--- config.mk ---
export PLATFORM = sky130hd
export DESIGN_NAME = dyn_refresh_sched
export DESIGN_NICKNAME = d
export VERILOG_FILES = /design/src/rtl/refsched_pkg.sv /design/src/rtl/refsched_credit.sv /design/src/rtl/refsched_picker.sv /design/src/rtl/refsched_lockout.sv /design/src/rtl/dyn_refresh_sched.sv
export SDC_FILE = /design/constraint.sdc
export NUM_CORES = 1
export LEC_CHECK = 0
export ABC_AREA = 1
export BUFFER_PORTS_ARGS = -buffer_cell sky130_fd_sc_hd__buf_2
export CAP_MARGIN = 5
export CORE_ASPECT_RATIO = 0.5
export CORE_UTILIZATION = 63
export CTS_BUF_LIST = sky130_fd_sc_hd__clkbuf_8 sky130_fd_sc_hd__clkbuf_16
export DETAILED_ROUTE_END_ITERATION = 7
export PLACE_DENSITY = 0.82
export SETUP_SLACK_MARGIN = 0.05
export SLEW_MARGIN = 30
export SYNTH_ARGS = -nofsm -noshare
export SYNTH_HDL_FRONTEND = slang
export SYNTH_HIERARCHICAL = 1
export SYNTH_SLANG_ARGS = --single-unit
--- constraint.sdc ---
create_clock -name clk -period 5.1 [get_ports clk]
set_input_delay 0.255 -clock clk [delete_from_list [all_inputs] [get_ports clk]]
set_output_delay 0.255 -clock clk [all_outputs]
set_load 0.1 [all_outputs]
--- src/rtl/refsched_pkg.sv ---
package refsched_pkg;

    localparam int DEF_BANKS = 8;
    localparam int DEF_CAP   = 8;
    localparam int DEF_LAT   = 70;

    // class of the candidate chosen in a cycle, highest priority first
    typedef enum logic [1:0] {
        KIND_NONE   = 2'd0,
        KIND_FORCED = 2'd1,
        KIND_OWED   = 2'd2,
        KIND_AHEAD  = 2'd3
    } pick_kind_e;

    function automatic int unsigned width_of(input int unsigned n);
        return (n < 2) ? 1 : $clog2(n);
    endfunction

endpackage

--- src/rtl/refsched_credit.sv ---
module refsched_credit #(
    parameter int CAP = refsched_pkg::DEF_CAP,
    parameter int CW  = refsched_pkg::width_of(CAP + 1)
) (
    input  logic          clk,
    input  logic          rst,
    input  logic          tick,
    input  logic          served,
    output logic          owes,
    output logic          at_cap,
    output logic          can_ahead,
    output logic [CW-1:0] debt
);
    localparam logic [CW-1:0] CAP_V = CW'(CAP);

    logic ahead;

    always_ff @(posedge clk) begin
        if (rst) begin
            debt  <= '0;
            ahead <= 1'b0;
        end else if (served && debt != '0) begin
            if (!tick) debt <= debt - 1'b1;
        end else if (served) begin
            // advance refresh: a coincident tick consumes it at once
            ahead <= !tick;
        end else if (tick) begin
            if (ahead)              ahead <= 1'b0;
            else if (debt != CAP_V) debt  <= debt + 1'b1;
        end
    end

    assign owes      = (debt != '0);
    assign at_cap    = (debt == CAP_V);
    assign can_ahead = (debt == '0) && !ahead;


    no_credit_overflow_chk: assert property (@(posedge clk) disable iff (rst)
        debt <= CAP_V);

    ahead_excl_chk: assert property (@(posedge clk) disable iff (rst)
        ahead |-> (debt == '0));

    single_ahead_chk: assert property (@(posedge clk) disable iff (rst)
        (served && ahead) |-> owes);

endmodule

--- src/rtl/refsched_picker.sv ---
module refsched_picker
    import refsched_pkg::*;
#(
    parameter int NB = refsched_pkg::DEF_BANKS,
    parameter int BW = refsched_pkg::width_of(NB)
) (
    input  logic [NB-1:0] owes,
    input  logic [NB-1:0] at_cap,
    input  logic [NB-1:0] can_ahead,
    input  logic [NB-1:0] queue_empty,
    input  logic [NB-1:0] refreshing,
    input  logic          drain,
    output logic          valid,
    output logic [BW-1:0] bank,
    output pick_kind_e    kind
);
    logic [NB-1:0] forced_v, owed_v, ahead_v, chosen_v;

    function automatic logic [BW-1:0] lowest(input logic [NB-1:0] v);
        logic [BW-1:0] r;
        r = '0;
        for (int i = NB - 1; i >= 0; i--) begin
            if (v[i]) r = BW'(i);
        end
        return r;
    endfunction

    always_comb begin
        forced_v = at_cap & ~refreshing;
        owed_v   = owes & ~refreshing & (drain ? {NB{1'b1}} : queue_empty);
        ahead_v  = drain ? (can_ahead & ~refreshing) : '0;
        if (|forced_v) begin
            kind = KIND_FORCED; chosen_v = forced_v;
        end else if (|owed_v) begin
            kind = KIND_OWED;   chosen_v = owed_v;
        end else if (|ahead_v) begin
            kind = KIND_AHEAD;  chosen_v = ahead_v;
        end else begin
            kind = KIND_NONE;   chosen_v = '0;
        end
        valid = (kind != KIND_NONE);
        bank  = lowest(chosen_v);
    end

endmodule

--- src/rtl/refsched_lockout.sv ---
module refsched_lockout #(
    parameter int LAT = refsched_pkg::DEF_LAT,
    parameter int LW  = refsched_pkg::width_of(LAT + 1)
) (
    input  logic clk,
    input  logic rst,
    input  logic start,
    output logic busy
);
    logic [LW-1:0] remain;

    always_ff @(posedge clk) begin
        if (rst)              remain <= '0;
        else if (start)       remain <= (LAT > 1) ? LW'(LAT - 1) : '0;
        else if (remain != 0) remain <= remain - 1'b1;
    end

    assign busy = (remain != '0);


    no_early_fire_chk: assert property (@(posedge clk) disable iff (rst)
        start |-> !busy);

endmodule

--- src/rtl/dyn_refresh_sched.sv ---
module dyn_refresh_sched
    import refsched_pkg::*;
#(
    parameter int NUM_BANKS  = refsched_pkg::DEF_BANKS,
    parameter int CREDIT_CAP = refsched_pkg::DEF_CAP,
    parameter int REF_LAT    = refsched_pkg::DEF_LAT,
    localparam int BW        = refsched_pkg::width_of(NUM_BANKS)
) (
    input  logic                 clk,
    input  logic                 rst,
    input  logic [NUM_BANKS-1:0] queue_empty_i,
    input  logic [NUM_BANKS-1:0] refreshing_i,
    input  logic                 drain_wr_i,
    input  logic                 interval_tick_i,
    output logic                 ref_fire_o,
    output logic [BW-1:0]        ref_bank_o,
    output logic                 stall_req_o
);
    localparam int CW = refsched_pkg::width_of(CREDIT_CAP + 1);

    logic [NUM_BANKS-1:0] owes, at_cap, can_ahead, served;
    logic [CW-1:0]        debt [NUM_BANKS];
    logic                 armed, busy, pick_valid, fire_d;
    logic [BW-1:0]        pick_bank;
    pick_kind_e           pick_kind;

    assign fire_d = armed && !busy && pick_valid;

    generate
        for (genvar b = 0; b < NUM_BANKS; b++) begin : g_bank
            assign served[b] = fire_d && (pick_bank == BW'(b));
            refsched_credit #(.CAP(CREDIT_CAP), .CW(CW)) u_credit (
                .clk       (clk),
                .rst       (rst),
                .tick      (interval_tick_i),
                .served    (served[b]),
                .owes      (owes[b]),
                .at_cap    (at_cap[b]),
                .can_ahead (can_ahead[b]),
                .debt      (debt[b])
            );
        end
    endgenerate

    refsched_picker #(.NB(NUM_BANKS), .BW(BW)) u_picker (
        .owes        (owes),
        .at_cap      (at_cap),
        .can_ahead   (can_ahead),
        .queue_empty (queue_empty_i),
        .refreshing  (refreshing_i),
        .drain       (drain_wr_i),
        .valid       (pick_valid),
        .bank        (pick_bank),
        .kind        (pick_kind)
    );

    refsched_lockout #(.LAT(REF_LAT)) u_lockout (
        .clk   (clk),
        .rst   (rst),
        .start (fire_d),
        .busy  (busy)
    );

    always_ff @(posedge clk) begin
        if (rst) begin
            armed      <= 1'b0;
            ref_fire_o <= 1'b0;
            ref_bank_o <= '0;
        end else begin
            if (interval_tick_i) armed <= 1'b1;
            ref_fire_o <= fire_d;
            if (fire_d) ref_bank_o <= pick_bank;
        end
    end

    assign stall_req_o = |at_cap;


    no_fire_unarmed_chk: assert property (@(posedge clk) disable iff (rst)
        !armed |-> !fire_d);

    skip_refreshing_chk: assert property (@(posedge clk) disable iff (rst)
        fire_d |-> !refreshing_i[pick_bank]);

    forced_first_chk: assert property (@(posedge clk) disable iff (rst)
        (fire_d && stall_req_o && (at_cap & ~refreshing_i) != '0)
            |-> (pick_kind == KIND_FORCED));

    one_hot_serve_chk: assert property (@(posedge clk) disable iff (rst)
        $onehot0(served));

endmodule

**Word level (Yosys, flattened, before mapping)**

Index checks and enable logic that the tools add are counted.

- Word-level logic and storage cells: 274
- Output and inout bits: 5
- Bits of input ports: 20
- Register bits after elaboration: 52

- Bitwise operators: 13
- Add/subtract/negate cells: 17
- Mux-type cells: 75
- Reduce and logical (&&, ||, !) cells: 101
- Equality and inequality tests: 47

Operator list:

| operator | number |
|---|---|
| 4-bit 2-to-1 mux | 48 |
| 2-bit nonzero test | 26 |
| 2-bit != test (second input constant) | 24 |
| 8-bit 2-to-1 mux | 5 |
| 5-bit AND reduction | 8 |
| 4-bit by 1-bit adder with 4-bit output (second input constant) | 8 |
| 8-bit AND | 4 |
| 4-bit equality test (second input constant) | 8 |
| 4-bit zero test | 8 |
| 4-bit != test (second input constant) | 8 |
| 4-bit nonzero test | 8 |
| 8-bit OR reduction | 4 |
| 4-bit by 1-bit subtractor with 4-bit output (second input constant) | 8 |
| 1-bit logical AND | 26 |
| 3-bit 2-to-1 mux | 8 |
| 2-bit AND reduction | 8 |
| 7-bit 2-to-1 mux | 2 |
| 3-bit equality test (second input constant) | 4 |
| 1-bit zero test | 10 |
| 1-bit 2-to-1 mux | 9 |
| 1-bit NOT | 8 |
| 8-bit NOT | 1 |
| 7-bit nonzero test | 1 |
| 7-bit by 1-bit subtractor with 7-bit output (second input constant) | 1 |
| other kinds (5) | 8 |

**Logic depth before layout (Yosys ltp)**

- Depth after elaboration: 21
- Mapped depth: 29
- Depth with buffers taken out: 29

**Hierarchy**

The synthesis kept the hierarchy.

By module, submodules not included:

| module | area each (sq um) | sequential area each (sq um) | instances | cells an instance |
|---|---|---|---|---|
| refsched_credit | 376.6 | 100.1 | 8 | 48 |
| refsched_picker | 595.6 | 0.0 | 1 | 131 |
| refsched_lockout | 389.1 | 140.1 | 1 | 51 |
| dyn_refresh_sched | 295.3 | 100.1 | 1 | 48 |

**Worst setup path after synthesis**

OpenSTA, ideal clock, no wires.

- Path type: flip-flop to flip-flop
- Start point: reg g_bank[1].u_credit.debt[0]
- End point: reg g_bank[6].u_credit.debt[2]
- Data required time: 4.978 ns
- Cell stages (with the launch flop): 24
- Path slack: 1.805 ns
- Library setup time: 0.122 ns
- Path buffers: 0
- Data arrival time: 3.174 ns
- Clock period less this slack: 3.295 ns
- Cell sequence: dfxtp_1 > nor2_2 > nand3_1 > inv_1 > nand2_1 > nand2_1 > nor2_1 > nand4_1 > inv_2 > nand2_1 > o21a_1 > inv_1 > nand2_1 > nor2_1 > inv_1 > nor3_1 > nand3_2 > nand2_1 > inv_1 > ha_1 > inv_1 > nand2_1 > xor2_1 > a21oi_1

- Elaborated cells between the ends (all ways): 38
- Those cells by class: 5 x eq/ne; 16 x mux; 4 x bitwise; 13 x reduce/logical

RTL lines:

| element | RTL line | text |
|---|---|---|
| start, declared | refsched_credit.sv:12 | `output logic [CW-1:0] debt` |
| start signal, assigned | refsched_credit.sv:23 | `if (!tick) debt <= debt - 1'b1;` |
| start signal, assigned | refsched_credit.sv:29 | `else if (debt != CAP_V) debt <= debt + 1'b1;` |
| 4-bit equality test (*) | refsched_credit.sv:34 | `assign at_cap = (debt == CAP_V);` |
| named net at_cap[1] | dyn_refresh_sched.sv:21 | `logic [NUM_BANKS-1:0] owes, at_cap, can_ahead, served;` |
| 8-bit AND (*) | refsched_picker.sv:29 | `forced_v = at_cap & ~refreshing;` |
| 8-bit OR reduction | refsched_picker.sv:32 | `if (\|forced_v) begin` |
| 8-bit 2-to-1 mux (*) | refsched_picker.sv:32 |  |
| 3-bit 2-to-1 mux (7 in a row) | refsched_picker.sv:23 | `if (v[i]) r = BW'(i);` |
| 3-bit 2-to-1 mux (*) | refsched_picker.sv:23 |  |
| named net pick_bank[2] | dyn_refresh_sched.sv:24 | `logic [BW-1:0] pick_bank;` |
| 3-bit equality test (*) | dyn_refresh_sched.sv:31 | `assign served[b] = fire_d && (pick_bank == BW'(b));` |
| 1-bit logical AND (*) | dyn_refresh_sched.sv:31 |  |
| named net served[6] | dyn_refresh_sched.sv:21 |  |
| 1-bit logical AND | refsched_credit.sv:22 | `end else if (served && debt != '0) begin` |
| 2-bit != test (no source line) or 2-bit nonzero test (tied branches) | - |  |
| 5-bit AND reduction (no source line) | - |  |
| end signal, assigned | refsched_credit.sv:23 |  |
| end signal, assigned | refsched_credit.sv:29 |  |
| end, declared | refsched_credit.sv:12 |  |

The timed path passes the listed nets; every way through them passes the cells marked *.
A chain may end at the register's enable or synchronous reset.

**Worst setup path after layout**

- Start point: reg g_bank[0].u_credit.debt[0]
- End point: reg g_bank[6].u_credit.debt[2]

- Elaborated cells between the ends (all ways): 38
- Those cells by class: 5 x eq/ne; 16 x mux; 4 x bitwise; 13 x reduce/logical

RTL lines:

| element | RTL line |
|---|---|
| start, declared | refsched_credit.sv:12 |
| start signal, assigned | refsched_credit.sv:23 |
| start signal, assigned | refsched_credit.sv:29 |
| 4-bit equality test (*) | refsched_credit.sv:34 |
| named net at_cap[0] | dyn_refresh_sched.sv:21 |
| 8-bit AND (*) | refsched_picker.sv:29 |
| 8-bit OR reduction | refsched_picker.sv:32 |
| 8-bit 2-to-1 mux (*) | refsched_picker.sv:32 |
| 3-bit 2-to-1 mux (7 in a row) | refsched_picker.sv:23 |
| 3-bit 2-to-1 mux (*) | refsched_picker.sv:23 |
| named net pick_bank[2] | dyn_refresh_sched.sv:24 |
| 3-bit equality test (*) | dyn_refresh_sched.sv:31 |
| 1-bit logical AND (*) | dyn_refresh_sched.sv:31 |
| named net served[6] | dyn_refresh_sched.sv:21 |
| 1-bit logical AND | refsched_credit.sv:22 |
| 2-bit != test (no source line) or 2-bit nonzero test (tied branches) | - |
| 5-bit AND reduction (no source line) | - |

Marked as above.

==> results_tabular.tex <==
\begin{tabular}{lr}
\hline
Metric & Value \\
\hline
\multicolumn{2}{l}{\textbf{Clock tree}} \\
H-tree depth & 2 \\
Count of buffers added by post-CTS timing repair for setup & 0 \\
Deepest clock path buffer count & 2 \\
CTS sink cnt & 52 \\
CTS Hold Buffers Added & 0 \\
Library cell used as clock root buffer & sky130\_fd\_sc\_hd\_\_clkbuf\_16 \\
Post-cts sizing count & 0 \\
Clock transition at the register clock pins on the worst setup and hold paths after CTS & 0.07 ns \\
Clock Latency Late Sink & 0.30 ns \\
Number of buffers created by CTS & 5 \\
Clock tree from TritonCTS & built \\
\multicolumn{2}{l}{\textbf{STA}} \\
Maximum achievable frequency & 244.3 MHz \\
Final-report max-slew violation count & 0 \\
Total Negative Setup Slacks & 0 ns \\
Crit path time final & 4.093 ns \\
RSZ-0062 raised after global routing & no \\
Share of the clock period used by the worst path & 80.26\% \\
Slew headroom & 31.16\% \\
Fin Clk Skew & 0.007254 ns \\
\# setup viols final & 0 \\
Slew at the pin closest to its max-slew limit & 1.025 ns \\
Number of hold-slack violations in the final timing report & 0 \\
\multicolumn{2}{l}{\textbf{Global route}} \\
Remaining Overflow, GRT & 0 \\
Number of antenna violations at the first check in global routing & 0 \\
Overall Global Routing Usage & 27.14\% \\
Number of global-route vias before repair & 3403 \\
Wire length of the first global-routing pass & 15.39 mm \\
Pin count of the biggest net entering global routing & 26 \\
\multicolumn{2}{l}{\textbf{Synthesis}} \\
Syn\_area\_per\_cell & 7.002 sq um \\
Ys Warns & 6 \\
Cell count after synthesis & 612 \\
Cell area after synthesis & 4285 sq um \\
Syn\_nets & 642 \\
\multicolumn{2}{l}{\textbf{Floorplan}} \\
Width of the die & 118.6 um \\
Ports & 25 \\
Core Area & 6306 sq um \\
Y dimension of the die & 60.32 um \\
Initial Utilization & 67.96\% \\
Row cnt & 20 \\
Overall die area & 7156 sq um \\
\multicolumn{2}{l}{\textbf{Pwr}} \\
Peak ir drop on the vdd network & 0.1781 mV \\
Leakage component of the power & 2.368 nW \\
Power per standard cell area & 377.7 nW/um\^{}2 \\
\multicolumn{2}{l}{\textbf{Hold path}} \\
Min-Delay Startpoint & rst \\
Path category of the worst min-delay check & in -> reg \\
Hold worst-path end & armed \\
Cell depth of the worst min-delay path & 2 \\
\multicolumn{2}{l}{\textbf{Drt}} \\
Wire length per cell after detailed routing & 12.39 um \\
Number of design rule violations left after detail routing & 0 \\
Vias post-DR & 3853 \\
First-pass detailed-route iteration total & 5 \\
Routed wire length & 9.059 mm \\
Count of antenna-violating nets left after detailed routing & 0 \\
Per-cell via count in the routed design & 5.271 \\
1st-iter DRT viols & 245 \\
\multicolumn{2}{l}{\textbf{Place}} \\
IO buf count & 24 \\
Placer's final routability congestion estimate & 0.9086 \\
Cell area after placement & 4501 sq um \\
DPL Wire Length & 7.024 mm \\
\multicolumn{2}{l}{\textbf{Run status}} \\
Outcome & finished clean \\
\multicolumn{2}{l}{\textbf{Final layout}} \\
Area delta synth->final & 8.409\% \\
Number of fill cells & 524 \\
Antenna cell count & 0 \\
Final net count & 672 \\
Share of post-route cells with drive strength above 1 & 26.91\% \\
Post-route standard cell area excluding fillers & 4646 sq um \\
\multicolumn{2}{l}{\textbf{Worst setup path}} \\
Biggest fanout along the worst timing path & 9 \\
Startpoint of the worst register-to-register path & g\_bank[0].u\_credit/debt[0] \\
Crit Path Class & reg -> reg \\
Kind of end point of the critical path & flip-flop \\
Crit path launch type & flip-flop \\
Path depth of the worst reg2reg path & 21 \\
Destination of the worst register-to-register timing path & g\_bank[6].u\_credit/debt[2] \\
Setup slack, reg-to-reg & 1.01 ns \\
Worst endpoint data arrival time & 4.28 ns \\
Data required time at the worst endpoint & 5.28 ns \\
\multicolumn{2}{l}{\textbf{Flow run}} \\
Max Cap Violations & 0 \\
\hline
\end{tabular}
[layer usage]
layer,track usage [%],vias up,part of all wire [%]
met5,0,-,0
met3,7.061,4,5.8
met1,37.36,1734,51
li1,-,2028,-
met4,5.063,0,0.53
met2,43.69,87,43
[cells in the final DEF, fill, tap and decap left out, types with 10 or more instances in the layout]
| cell type | n |
|---|---|
| sky130_fd_sc_hd__ha_1 | 10 |
| sky130_fd_sc_hd__nor2_2 | 26 |
| sky130_fd_sc_hd__nand3_1 | 32 |
| sky130_fd_sc_hd__inv_2 | 12 |
| sky130_fd_sc_hd__nand3_2 | 16 |
| sky130_fd_sc_hd__o21ai_1 | 27 |
| sky130_fd_sc_hd__inv_1 | 101 |
| sky130_fd_sc_hd__nand2_1 | 106 |
| sky130_fd_sc_hd__a21oi_1 | 37 |
| sky130_fd_sc_hd__nor2_1 | 48 |
| sky130_fd_sc_hd__nand2_4 | 17 |
| sky130_fd_sc_hd__o21ai_0 | 11 |
| sky130_fd_sc_hd__nand2_2 | 28 |
| sky130_fd_sc_hd__xor2_1 | 18 |
| sky130_fd_sc_hd__dfxtp_1 | 52 |
| sky130_fd_sc_hd__a21oi_2 | 10 |
| sky130_fd_sc_hd__buf_2 | 24 |
[registers in the layout (all words and copies together) (netlist names)]
name	cells
u_lockout/remain	7
ref_bank_o	3
g_bank.u_credit/debt	32
g_bank.u_credit/ahead	8
armed	1
ref_fire_o	1
[worst max path at each step]
stage                                          start                    endpoint  slack (ns)
after floorplan           g_bank[2].u_credit/debt[0]  g_bank[6].u_credit/debt[2]        1.84
after global placement    g_bank[0].u_credit/debt[2]  g_bank[6].u_credit/debt[2]        1.23
after detailed placement  g_bank[0].u_credit/debt[2]  g_bank[6].u_credit/debt[2]        1.16
after CTS                 g_bank[0].u_credit/debt[0]  g_bank[6].u_credit/debt[2]        1.14
after global routing      g_bank[0].u_credit/debt[2]  g_bank[6].u_credit/debt[2]        0.66
final                     g_bank[0].u_credit/debt[0]  g_bank[6].u_credit/debt[2]        1.01
[stage by stage]
stage	utilization, %	cells	total power [mW]	setup slack (ns)	hold slack (ns)
global placement	71.37	723	1.391	1.234	0.5028
detailed placement	71.37	723	1.411	1.158	0.5055
CTS	73.67	731	1.759	1.136	0.4349
floorplan	-	612	1.259	1.838	0.3241
global route	73.67	731	1.886	0.6642	0.4854
finish	73.67	731	1.755	1.007	0.4524
[layout make-up]
| type | count | area (sq um) | area share (%) |
|---|---|---|---|
| Multi-Input combinational cell | 445 | 2793 | 60.11 |
| Inverter | 113 | 429.2 | 9.238 |
| Clock buffer | 5 | 125.1 | 2.693 |
| Timing Repair Buffer | 25 | 127.6 | 2.747 |
| Clock inverter | 3 | 20.02 | 0.4309 |
| Sequential cell | 52 | 1041 | 22.41 |
| Tap cell | 88 | 110.1 | 2.370 |
[where the power goes]
group / leakage, nW / total, mW / internal [mW] / switching [mW]
clock network: 0.0712 / 0.341 / 0.181 / 0.160
registers: 0.429 / 0.555 / 0.473 / 0.0828
logic: 1.87 / 0.858 / 0.277 / 0.581
[critical path: stages, from the launching register on]
cell	delay (ns)
sky130_fd_sc_hd__dfxtp_1	0.37
sky130_fd_sc_hd__nor2_2	0.24
sky130_fd_sc_hd__nand3_1	0.15
sky130_fd_sc_hd__inv_1	0.12
sky130_fd_sc_hd__nand2_1	0.09
sky130_fd_sc_hd__nand2_1	0.07
sky130_fd_sc_hd__nor2_1	0.03
sky130_fd_sc_hd__nand4_1	0.12
sky130_fd_sc_hd__inv_2	0.11
sky130_fd_sc_hd__a21boi_0	0.32
sky130_fd_sc_hd__nand2_1	0.12
sky130_fd_sc_hd__nor2_1	0.42
sky130_fd_sc_hd__inv_1	0.17
sky130_fd_sc_hd__nor3_1	0.79
sky130_fd_sc_hd__nand3_2	0.19
sky130_fd_sc_hd__nand2_1	0.11
sky130_fd_sc_hd__inv_1	0.04
sky130_fd_sc_hd__ha_1	0.17
sky130_fd_sc_hd__inv_1	0.05
sky130_fd_sc_hd__nand2_1	0.06
sky130_fd_sc_hd__xor2_1	0.15
sky130_fd_sc_hd__a21oi_1	0.08
No activity file was read; power rests on OpenSTA's default activity.
